## src/rtl/twi_cfg_pkg.sv

```systemverilog
package twi_cfg_pkg;

    typedef enum logic [2:0] {
        ST_IDLE,
        ST_ADDR,
        ST_ACK,
        ST_CMD,
        ST_DATA,
        ST_TX,
        ST_TXACK
    } twi_state_e;

    localparam logic [7:0] CMD_DIV    = 8'h01;
    localparam logic [7:0] CMD_MODE   = 8'h02;
    localparam logic [7:0] CMD_BUS    = 8'h0D;
    localparam logic [7:0] CMD_COMMIT = 8'h3F;

    localparam int DIV_W  = 10;
    localparam int MODE_W = 9;
    localparam int SEL_W  = 3;

    localparam logic [MODE_W-1:0] MODE_RESET = 9'h060;

    typedef struct packed {
        logic [DIV_W-1:0]  div_n;
        logic [MODE_W-1:0] mode;
        logic              wc;
        logic [SEL_W-1:0]  sel;
    } cfg_image_t;

    // Byte presented on a read for a given command and byte position.
    function automatic logic [7:0] cfg_read_byte(cfg_image_t img, logic [7:0] cmd,
                                                 logic [1:0] idx);
        logic [7:0] b;
        b = 8'h00;
        case (cmd)
            CMD_DIV: begin
                if (idx == 2'd0) b = img.div_n[9:2];
                else if (idx == 2'd1) b = {img.div_n[1:0], 6'b0};
            end
            CMD_MODE: begin
                if (idx == 2'd0) b = {1'b0, img.mode[8:2]};
                else if (idx == 2'd1) b = {img.mode[1:0], 6'b0};
            end
            CMD_BUS: begin
                if (idx == 2'd0) b = {4'b0, img.wc, img.sel};
            end
            default: b = 8'h00;
        endcase
        return b;
    endfunction

endpackage

```

## src/rtl/twi_line_sync.sv

```systemverilog
module twi_line_sync #(
    parameter int SYNC_STAGES = 2
) (
    input  logic clk,
    input  logic rst,
    input  logic scl_i,
    input  logic sda_i,
    output logic scl_s,
    output logic sda_s,
    output logic scl_rise,
    output logic scl_fall,
    output logic start_det,
    output logic stop_det
);
    logic [SYNC_STAGES-1:0] scl_pipe;
    logic [SYNC_STAGES-1:0] sda_pipe;
    logic                   scl_q;
    logic                   sda_q;

    always_ff @(posedge clk) begin
        if (rst) begin
            scl_pipe <= '1;
            sda_pipe <= '1;
            scl_q    <= 1'b1;
            sda_q    <= 1'b1;
        end else begin
            scl_pipe <= {scl_pipe[SYNC_STAGES-2:0], scl_i};
            sda_pipe <= {sda_pipe[SYNC_STAGES-2:0], sda_i};
            scl_q    <= scl_pipe[SYNC_STAGES-1];
            sda_q    <= sda_pipe[SYNC_STAGES-1];
        end
    end

    assign scl_s     = scl_pipe[SYNC_STAGES-1];
    assign sda_s     = sda_pipe[SYNC_STAGES-1];
    assign scl_rise  = scl_s && !scl_q;
    assign scl_fall  = !scl_s && scl_q;
    assign start_det = scl_s && scl_q && sda_q && !sda_s;
    assign stop_det  = scl_s && scl_q && !sda_q && sda_s;

endmodule

```

## src/rtl/twi_reg_bank.sv

```systemverilog
module twi_reg_bank
    import twi_cfg_pkg::*;
(
    input  logic       clk,
    input  logic       rst,
    input  logic       wr_en,
    input  logic [7:0] wr_cmd,
    input  logic [1:0] wr_idx,
    input  logic [7:0] wr_data,
    input  logic [7:0] rd_cmd,
    input  logic [1:0] rd_idx,
    output cfg_image_t img,
    output logic [7:0] rd_byte
);
    always_ff @(posedge clk) begin
        if (rst) begin
            img.div_n <= '0;
            img.mode  <= MODE_RESET;
            img.wc    <= 1'b0;
            img.sel   <= '0;
        end else if (wr_en) begin
            case (wr_cmd)
                CMD_DIV: begin
                    if (wr_idx == 2'd0) img.div_n[9:2] <= wr_data;
                    else if (wr_idx == 2'd1) img.div_n[1:0] <= wr_data[7:6];
                end
                CMD_MODE: begin
                    if (wr_idx == 2'd0) img.mode[8:2] <= wr_data[6:0];
                    else if (wr_idx == 2'd1) img.mode[1:0] <= wr_data[7:6];
                end
                CMD_BUS: begin
                    if (wr_idx == 2'd0) {img.wc, img.sel} <= wr_data[3:0];
                end
                default: ;
            endcase
        end
    end

    assign rd_byte = cfg_read_byte(img, rd_cmd, rd_idx);

    AST_HOLD_WITHOUT_WRITE: assert property (@(posedge clk) disable iff (rst)
        !wr_en |=> $stable(img));

endmodule

```

## src/rtl/twi_nv_store.sv

```systemverilog
module twi_nv_store
    import twi_cfg_pkg::*;
#(
    parameter int BUSY_CYCLES = 2000
) (
    input  logic       clk,
    input  logic       rst,
    input  logic       commit_req,
    input  cfg_image_t img,
    output logic       busy
);
    localparam int CW = $clog2(BUSY_CYCLES + 1);

    logic [CW-1:0] cnt;
    cfg_image_t    shadow;

    always_ff @(posedge clk) begin
        if (rst) begin
            cnt        <= '0;
            shadow.div_n <= '0;
            shadow.mode  <= MODE_RESET;
            shadow.wc    <= 1'b0;
            shadow.sel   <= '0;
        end else if (commit_req && !busy) begin
            shadow <= img;
            cnt    <= CW'(BUSY_CYCLES);
        end else if (cnt != '0) begin
            cnt <= cnt - 1'b1;
        end
    end

    assign busy = (cnt != '0);

    AST_BUSY_FROM_REQ: assert property (@(posedge clk) disable iff (rst)
        $rose(busy) |-> $past(commit_req));

    AST_SHADOW_CAPTURE: assert property (@(posedge clk) disable iff (rst)
        (commit_req && !busy) |=> (shadow == $past(img)));

endmodule

```

## src/rtl/twi_cmd_slave.sv

```systemverilog
module twi_cmd_slave
    import twi_cfg_pkg::*;
#(
    parameter logic [3:0] DEV_CODE    = 4'b1011,
    parameter int         SYNC_STAGES = 2,
    parameter int         BUSY_CYCLES = 2000
) (
    input  logic       clk,
    input  logic       rst,
    input  logic       scl_i,
    input  logic       sda_i,
    output logic       sda_pull_o,
    output logic [9:0] div_n_o,
    output logic [8:0] mode_o,
    output logic       wc_o,
    output logic [2:0] dev_sel_o
);
    logic scl_s, sda_s, scl_rise, scl_fall, start_det, stop_det;

    twi_line_sync #(.SYNC_STAGES(SYNC_STAGES)) u_sync (
        .clk(clk), .rst(rst), .scl_i(scl_i), .sda_i(sda_i),
        .scl_s(scl_s), .sda_s(sda_s), .scl_rise(scl_rise), .scl_fall(scl_fall),
        .start_det(start_det), .stop_det(stop_det)
    );

    twi_state_e state, nxt;
    logic [7:0] shreg;
    logic [3:0] bcnt;
    logic [7:0] cmd_q;
    logic [1:0] byte_idx;
    logic       mack;
    logic       dirty;
    logic       sda_pull;

    cfg_image_t img;
    logic [7:0] rd_byte;
    logic       busy;

    // Byte boundary: eighth bit clocked, clock now falling.
    logic byte_done, addr_match, byte_ok;
    logic wr_en, commit_req, end_of_xfer;

    assign byte_done  = scl_fall && (bcnt == 4'd8);
    assign addr_match = (shreg[7:4] == DEV_CODE) && (shreg[3:1] == img.sel);
    assign byte_ok    = !busy && ((state != ST_ADDR) || addr_match);
    assign wr_en      = byte_done && (state == ST_DATA) && !busy;
    assign end_of_xfer = start_det || stop_det;
    assign commit_req = (wr_en && (cmd_q == CMD_BUS) && (byte_idx == 2'd0))
                      || (byte_done && (state == ST_CMD) && !busy && (shreg == CMD_COMMIT))
                      || (end_of_xfer && dirty && !img.wc);

    twi_reg_bank u_regs (
        .clk(clk), .rst(rst), .wr_en(wr_en), .wr_cmd(cmd_q), .wr_idx(byte_idx),
        .wr_data(shreg), .rd_cmd(cmd_q), .rd_idx(byte_idx), .img(img), .rd_byte(rd_byte)
    );

    twi_nv_store #(.BUSY_CYCLES(BUSY_CYCLES)) u_store (
        .clk(clk), .rst(rst), .commit_req(commit_req), .img(img), .busy(busy)
    );

    always_ff @(posedge clk) begin
        if (rst) begin
            state    <= ST_IDLE;
            nxt      <= ST_IDLE;
            shreg    <= '0;
            bcnt     <= '0;
            cmd_q    <= '0;
            byte_idx <= '0;
            mack     <= 1'b0;
            dirty    <= 1'b0;
            sda_pull <= 1'b0;
        end else begin
            if (commit_req || end_of_xfer) dirty <= 1'b0;
            else if (wr_en && (cmd_q != CMD_BUS)) dirty <= 1'b1;

            if (start_det) begin
                state    <= ST_ADDR;
                bcnt     <= '0;
                sda_pull <= 1'b0;
            end else if (stop_det) begin
                state    <= ST_IDLE;
                bcnt     <= '0;
                sda_pull <= 1'b0;
            end else begin
                case (state)
                    ST_ADDR, ST_CMD, ST_DATA: begin
                        if (scl_rise) begin
                            shreg <= {shreg[6:0], sda_s};
                            bcnt  <= bcnt + 4'd1;
                        end else if (byte_done) begin
                            bcnt <= '0;
                            if (byte_ok) begin
                                sda_pull <= 1'b1;
                                state    <= ST_ACK;
                                case (state)
                                    ST_ADDR: begin
                                        nxt      <= shreg[0] ? ST_TX : ST_CMD;
                                        byte_idx <= '0;
                                    end
                                    ST_CMD: begin
                                        nxt      <= ST_DATA;
                                        cmd_q    <= shreg;
                                        byte_idx <= '0;
                                    end
                                    default: begin
                                        nxt <= ST_DATA;
                                        if (byte_idx != 2'd3) byte_idx <= byte_idx + 2'd1;
                                    end
                                endcase
                            end else begin
                                state <= ST_IDLE;
                            end
                        end
                    end
                    ST_ACK: begin
                        if (scl_fall) begin
                            bcnt  <= '0;
                            state <= nxt;
                            if (nxt == ST_TX) begin
                                shreg    <= rd_byte;
                                sda_pull <= !rd_byte[7];
                            end else begin
                                sda_pull <= 1'b0;
                            end
                        end
                    end
                    ST_TX: begin
                        if (scl_rise) begin
                            bcnt <= bcnt + 4'd1;
                        end else if (scl_fall) begin
                            if (bcnt == 4'd8) begin
                                sda_pull <= 1'b0;
                                bcnt     <= '0;
                                state    <= ST_TXACK;
                                if (byte_idx != 2'd3) byte_idx <= byte_idx + 2'd1;
                            end else begin
                                shreg    <= {shreg[6:0], 1'b0};
                                sda_pull <= !shreg[6];
                            end
                        end
                    end
                    ST_TXACK: begin
                        if (scl_rise) begin
                            mack <= !sda_s;
                        end else if (scl_fall) begin
                            if (mack) begin
                                shreg    <= rd_byte;
                                sda_pull <= !rd_byte[7];
                                state    <= ST_TX;
                            end else begin
                                state <= ST_IDLE;
                            end
                        end
                    end
                    default: ;
                endcase
            end
        end
    end

    assign sda_pull_o = sda_pull;
    assign div_n_o    = img.div_n;
    assign mode_o     = img.mode;
    assign wc_o       = img.wc;
    assign dev_sel_o  = img.sel;

    AST_PULL_WHILE_LOW: assert property (@(posedge clk) disable iff (rst)
        $rose(sda_pull) |-> !scl_s);

    AST_STOP_RELEASE: assert property (@(posedge clk) disable iff (rst)
        stop_det |=> !sda_pull);

    AST_MASTER_ACK_SLOT_FREE: assert property (@(posedge clk) disable iff (rst)
        (state == ST_TXACK) |-> !sda_pull);

    AST_NO_ACK_WHEN_BUSY: assert property (@(posedge clk) disable iff (rst)
        (byte_done && busy && state != ST_TX) |=> !sda_pull);

endmodule

```

## config.mk

```make
export PLATFORM = sky130hd
export DESIGN_NAME = twi_cmd_slave
export DESIGN_NICKNAME = d
export VERILOG_FILES = /design/src/rtl/twi_cfg_pkg.sv /design/src/rtl/twi_line_sync.sv /design/src/rtl/twi_reg_bank.sv /design/src/rtl/twi_nv_store.sv /design/src/rtl/twi_cmd_slave.sv
export SDC_FILE = /design/constraint.sdc
export NUM_CORES = 1
export LEC_CHECK = 0
export ABC_AREA = 1
export BUFFER_PORTS_ARGS = -buffer_cell sky130_fd_sc_hd__clkbuf_2
export CORE_MARGIN = 1.5
export CORE_UTILIZATION = 30
export DETAILED_ROUTE_END_ITERATION = 6
export GPL_TIMING_DRIVEN = 0
export PLACE_DENSITY = 0.47
export SLEW_MARGIN = 20
export SYNTH_ARGS = -nofsm -noshare
export SYNTH_HDL_FRONTEND = slang
export SYNTH_SLANG_ARGS = --single-unit
```

## constraint.sdc

```tcl
create_clock -name clk -period 1.9 [get_ports clk]
set_input_delay 0 -clock clk [delete_from_list [all_inputs] [get_ports clk]]
set_output_delay 0 -clock clk [all_outputs]
set_load 0.05 [all_outputs]
```

==> flow_summary.json, run 1 <==
{
  "die-area_um2": 13200,
  "crit_fanout": 6,
  "timing.final.crit_share_pct": 94.6,
  "seqPwrFrac_pct": 34.0,
  "avgViaCountPerCell": 4.70,
  "htreeDepth": 3,
  "grt_pass1_vias": 3621,
  "antenna_left": 0,
  "cts-root-buf": "clkbuf_16",
  "grt_overflow": 0,
  "vias": 3775,
  "synth_cell_types": 30,
  "finalHoldViolations": 0,
  "hp-class": "in2reg",
  "area_growth_pct": 23.4,
  "dp_hpwl_um": 8310,
  "p_int_mw": 3.31,
  "place.gp.congestion": 0.860,
  "relSlewSlack_pct": 55.8,
  "io_buffers": 27,
  "ys.flop_type": "dfxtp_1",
  "rows": 40,
  "drc": 0,
  "comb_power_share_pct": 33.3,
  "slew_violations": 0,
  "die_h_um": 115,
  "totalWireLength_um": 11200,
  "outcome": "finished clean",
  "synth_edf_count": 0,
  "antenna_found_initial": 0,
  "nets": 642,
  "setup_viol": 0,
  "synth_nets": 594,
  "power_leakage_nw": 2.21,
  "yosys.area.top_type_share_pct": 37.7,
  "dp_slack_ns": -0.266,
  "ir_worst_vdd_uv": 530,
  "mostFrequentLayoutCell": "nand2_1",
  "cts_made_buffers": 9,
  "start_kind": "flop",
  "final_core_util_pct": 38.4,
  "syn_area_per_cell_um2": 6.46,
  "required_ns": 2.10,
  "core_area_um2": 12100,
  "power_density_nw_per_um2": 1150,
  "synthCells": 583,
  "drive_gt1_share_pct": 17.5,
  "die_x_um": 115,
  "p_sw_share_pct": 38.3,
  "synth-async-reset-ratio_pct": 0,
  "path_clk_slew_ns": 0.06,
  "worstPathArrival_ns": 2.00,
  "setup_slack_ns": 0.103,
  "yosysSeqAreaShare_pct": 37.7,
  "yosys-top-cells-area": "dfxtp_1, nand2_1, a21oi_1",
  "yosysTopAreaCell": "dfxtp_1",
  "fin_crit_ns": 1.80,
  "grt_max_degree": 14,
  "avgRoutedWirePerCell_um": 13.9,
  "maxCapViolCount": 0,
  "grt.total_usage_pct": 18.2,
  "fin_skew_ns": 0.00942,
  "cp-end-kind": "flop",
  "grt_pass1_wl_um": 18200,
  "cts_buffer_depth": 2,
  "synth-seq-cells": 71,
  "clkPwrFrac_pct": 32.7,
  "io_pins": 28,
  "initial_core_util_pct": 31.1,
  "fmax_mhz": 556,
  "finalPower_mw": 5.37,
  "cts_tree": "built",
  "netSwitchingPower_mw": 2.06,
  "worst_slew_pin_slew_ns": 0.663,
  "insertion_delay_ns": 0.35,
  "worst-setup-path-type": "reg2reg",
  "cts_sinks": 71,
  "insertedDiodeCount": 0,
  "synth.cell_area_um2": 3770,
  "drt-initial-drc-count": 187,
  "final_cell_mix": "nand2_1, dfxtp_1, inv_1, a21oi_1, nor2_1",
  "yosysWarningCount": 0,
  "first_pass_iters": 5
}
-- path summary, 6_finish.rpt --
path	depth (start not counted)	slack, ns	to	from
setup / recovery	10	0.10	u_regs.img[16]	u_store.cnt[1]
hold / removal	4	0.05	sda_pull_o	rst
hold reg to reg	1	0.41	u_sync.sda_pipe[1]	u_sync.sda_pipe[0]
setup reg to reg	10	0.10	u_regs.img[16]	u_store.cnt[1]
-- worst max-delay path: stages (launching register included) --
cell     delay [ns]
dfxtp_1        0.33
inv_1          0.08
ha_1           0.17
nand2_1        0.06
inv_1          0.11
nand3_4        0.13
nor3_4         0.33
nand2_4        0.17
buf_12         0.17
nand2_1        0.05
a21oi_1        0.06
-- cells in the mapped netlist (2+ instances only) --
| master | instances |
|---|---|
| inv_2 | 8 |
| nor3_1 | 8 |
| nand3_2 | 3 |
| o211ai_1 | 2 |
| nand2_2 | 8 |
| xor2_1 | 8 |
| nor2_2 | 3 |
| dfxtp_1 | 71 |
| nor3_2 | 2 |
| nand2_1 | 193 |
| a211oi_1 | 3 |
| or2_2 | 4 |
| clkbuf_1 | 6 |
| nand3_1 | 31 |
| inv_1 | 68 |
| a21oi_1 | 60 |
| o21ai_0 | 14 |
| nor2_4 | 2 |
| nor2_1 | 65 |
| ha_1 | 7 |
| nand4_1 | 8 |
-- cells by family after synthesis --
family / after synthesis / share of synthesized area (%)
simple gates: 332 / 38.2
buf+inv: 84 / 8.60
compound gates: 80 / 11.1
flops: 71 / 37.7
xor+xnor: 9 / 2.09
fa+ha+maj: 7 / 2.32
-- state kept, by name, indices dropped and copies added, names as in the netlist, 2 cells and up --
register,flops
byte_idx,2
cmd_q,8
u_sync.sda_pipe,2
nxt,3
u_regs.img,23
u_sync.scl_pipe,2
state,3
shreg,8
bcnt,4
u_store.cnt,11
-- repair_timing --
action | in CTS | in global routing
hold buffers | 2 | 0
gates resized for setup | 9 | 34
pin swaps | 4 | 12
setup endpoints to repair | 51 | 54
buffers inserted | 2 | 6
hold endpoints to repair | 2 | 0
-- final cells by class --
class / instances / area (um^2)
Buffer: 8 / 38.8
Clock buffer: 10 / 239
Tap cell: 168 / 210
Clock inverter: 6 / 68.8
Timing Repair Buffer: 37 / 228
Multi-Input combinational cell: 428 / 2150
Fill cell: 1389 / 7460
Sequential cell: 71 / 1430
Inverter: 76 / 293
-- power groups by stage --
stage	Sequential [mW]	Clock, mW	Combinational [mW]
global placement	1.85	0	1.60
detailed placement	1.85	0	1.62
finish	1.83	1.76	1.79
floorplan	1.81	0	1.26
CTS	1.82	1.79	1.69
global route	1.85	1.87	2.03
-- metrics by stage --
step	hold WS (ns)	setup TNS, ns	std cells	cell area [um^2]
floorplan	0.104	0	583	3770
global placement	0.185	-6.09	778	4110
detailed placement	0.185	-6.16	778	4110
CTS	0.0855	0	798	4500
global route	0.0467	-0.0296	804	4650
finish	0.0530	0	804	4650
-- routing by layer --
metal / up-vias / share of wire [%] / GRT usage [%]
li1: 1940 / - / -
met1: 1748 / 50 / 25.1
met2: 73 / 44 / 27.7
met3: 14 / 3.7 / 3.27
met4: 0 / 1.7 / 8.07
met5: - / 0 / 0
Note: power is estimated with default switching activity, not from simulation.
==> run 2: changes to the inputs <==
- CORE_UTILIZATION: 30 -> 51
- PLACE_DENSITY: 0.47 -> 0.7
==> flow_summary.json, run 2 (synthesis results as in run 1) <==
{
  "worstPathArrival_ns": 2.09,
  "cts_buffer_depth": 2,
  "power_leakage_nw": 2.12,
  "fin_crit_ns": 1.79,
  "worst-setup-path-type": "reg2reg",
  "grt.total_usage_pct": 26.8,
  "slew_violations": 0,
  "area_growth_pct": 16.6,
  "maxCapViolCount": 0,
  "clkPwrFrac_pct": 28.1,
  "comb_power_share_pct": 34.7,
  "final_cell_count_no_fill": 730,
  "insertion_delay_ns": 0.36,
  "avgViaCountPerCell": 5.30,
  "p_sw_share_pct": 39.8,
  "vias": 3869,
  "cp-end-kind": "flop",
  "p_int_mw": 2.95,
  "dp_hpwl_um": 7390,
  "cts_made_buffers": 9,
  "nets": 637,
  "timing.final.crit_share_pct": 94.4,
  "grt_pass1_wl_um": 16100,
  "antenna_left": 0,
  "path_clk_slew_ns": 0.08,
  "tns_ns": 0,
  "final_cell_mix": "nand2_1, dfxtp_1, inv_1, a21oi_1, nor2_1",
  "htreeDepth": 3,
  "crit_fanout": 9,
  "drt-initial-drc-count": 315,
  "start_kind": "flop",
  "rows": 31,
  "worst_slew_pin_slew_ns": 0.628,
  "cts_tree": "built",
  "setup_viol": 0,
  "cts-root-buf": "clkbuf_8",
  "die_h_um": 89.0,
  "reg_top3": "u_regs.img (23), u_store.cnt (11)",
  "core_area_um2": 7210,
  "dp_cells": 709,
  "final_core_util_pct": 60.9,
  "die-area_um2": 7910,
  "finalHoldViolations": 0,
  "die_x_um": 89.0,
  "place.gp.congestion": 0.938,
  "antenna_found_initial": 0,
  "power_density_nw_per_um2": 1110,
  "io_pins": 28,
  "netSwitchingPower_mw": 1.95,
  "avgRoutedWirePerCell_um": 13.9,
  "fmax_mhz": 558,
  "first_pass_iters": 5,
  "drc": 0,
  "required_ns": 2.19,
  "hp-class": "in2reg",
  "relSlewSlack_pct": 58.1,
  "largest_reg_flops": 23,
  "finalPower_mw": 4.90,
  "fin_skew_ns": 0.00920,
  "hold_ws_ns": 0.0678,
  "outcome": "finished clean",
  "insertedDiodeCount": 0,
  "cts_sinks": 71,
  "grt_overflow": 0,
  "top_register": "u_regs.img",
  "totalWireLength_um": 10200,
  "ir_worst_vdd_uv": 549,
  "io_buffers": 27,
  "drive_gt1_share_pct": 15.7,
  "mostFrequentLayoutCell": "nand2_1",
  "initial_core_util_pct": 52.2,
  "grt_pass1_vias": 3446,
  "seqPwrFrac_pct": 37.2,
  "grt_max_degree": 14
}
[run 2: path summary, 6_finish.rpt]
check | from | end | slack [ns] | cells after the start
setup reg to reg | u_sync.scl_pipe[1] | u_regs.img[17] | 0.11 | 9
hold / removal | rst | u_store.cnt[3] | 0.07 | 4
hold reg to reg | u_sync.scl_pipe[0] | u_sync.scl_pipe[1] | 0.43 | 1
setup / recovery | u_sync.scl_pipe[1] | u_regs.img[17] | 0.11 | 9
[run 2: metrics by stage]
stage	worst slack, ns	cell area [um^2]
2_1_floorplan	0.242	3770
3_3_place_gp	-0.176	4030
5_1_grt	-0.00296	4390
6_report	0.107	4390
3_5_place_dp	-0.173	4030
4_1_cts	0.0134	4300
[run 2: repair_timing]
action / 4_1_cts / 5_1_grt
hold buffers: 2 / 0
gates resized for setup: 3 / 27
hold endpoints to repair: 2 / 0
gates cloned: 0 / 0
pin swaps: 2 / 3
setup buffers: 2 / 1
endpoints found under the setup margin: 33 / 50
[run 2: cell type report]
cell class | instances | area, um^2
timing repair buffer | 32 | 181
clock inverter | 6 | 92.6
tap | 99 | 124
sequential | 71 | 1430
inverter | 76 | 285
multi-input combinational | 428 | 2120
clock buffer | 10 | 128
fill | 723 | 2820
buffer | 8 | 38.8
[run 2: metal layers]
layer	track usage, %	share of wire (%)	vias to the layer above
li1	-	-	1923
met1	38.7	48	1780
met2	40.7	44	147
met3	4.43	7.0	19
met4	8.95	1.6	0
met5	0	0	-
[run 2: power groups by stage]
stage	Combinational (mW)	Sequential, mW	Clock [mW]
after floorplan	1.26	1.81	0
after global placement	1.55	1.84	0
after detailed placement	1.57	1.84	0
after CTS	1.60	1.81	1.39
after global routing	1.91	1.85	1.44
final	1.70	1.82	1.38
[run 2: worst max-delay path, stage by stage, from the launching register on]
cell and delay [ns]:
dfxtp_1 0.33, inv_1 0.08, ha_1 0.19, nand4_1 0.09, buf_4 0.18, nor3_4 0.31
nand2_4 0.16, inv_2 0.18, nand2_1 0.07, a21oi_1 0.13
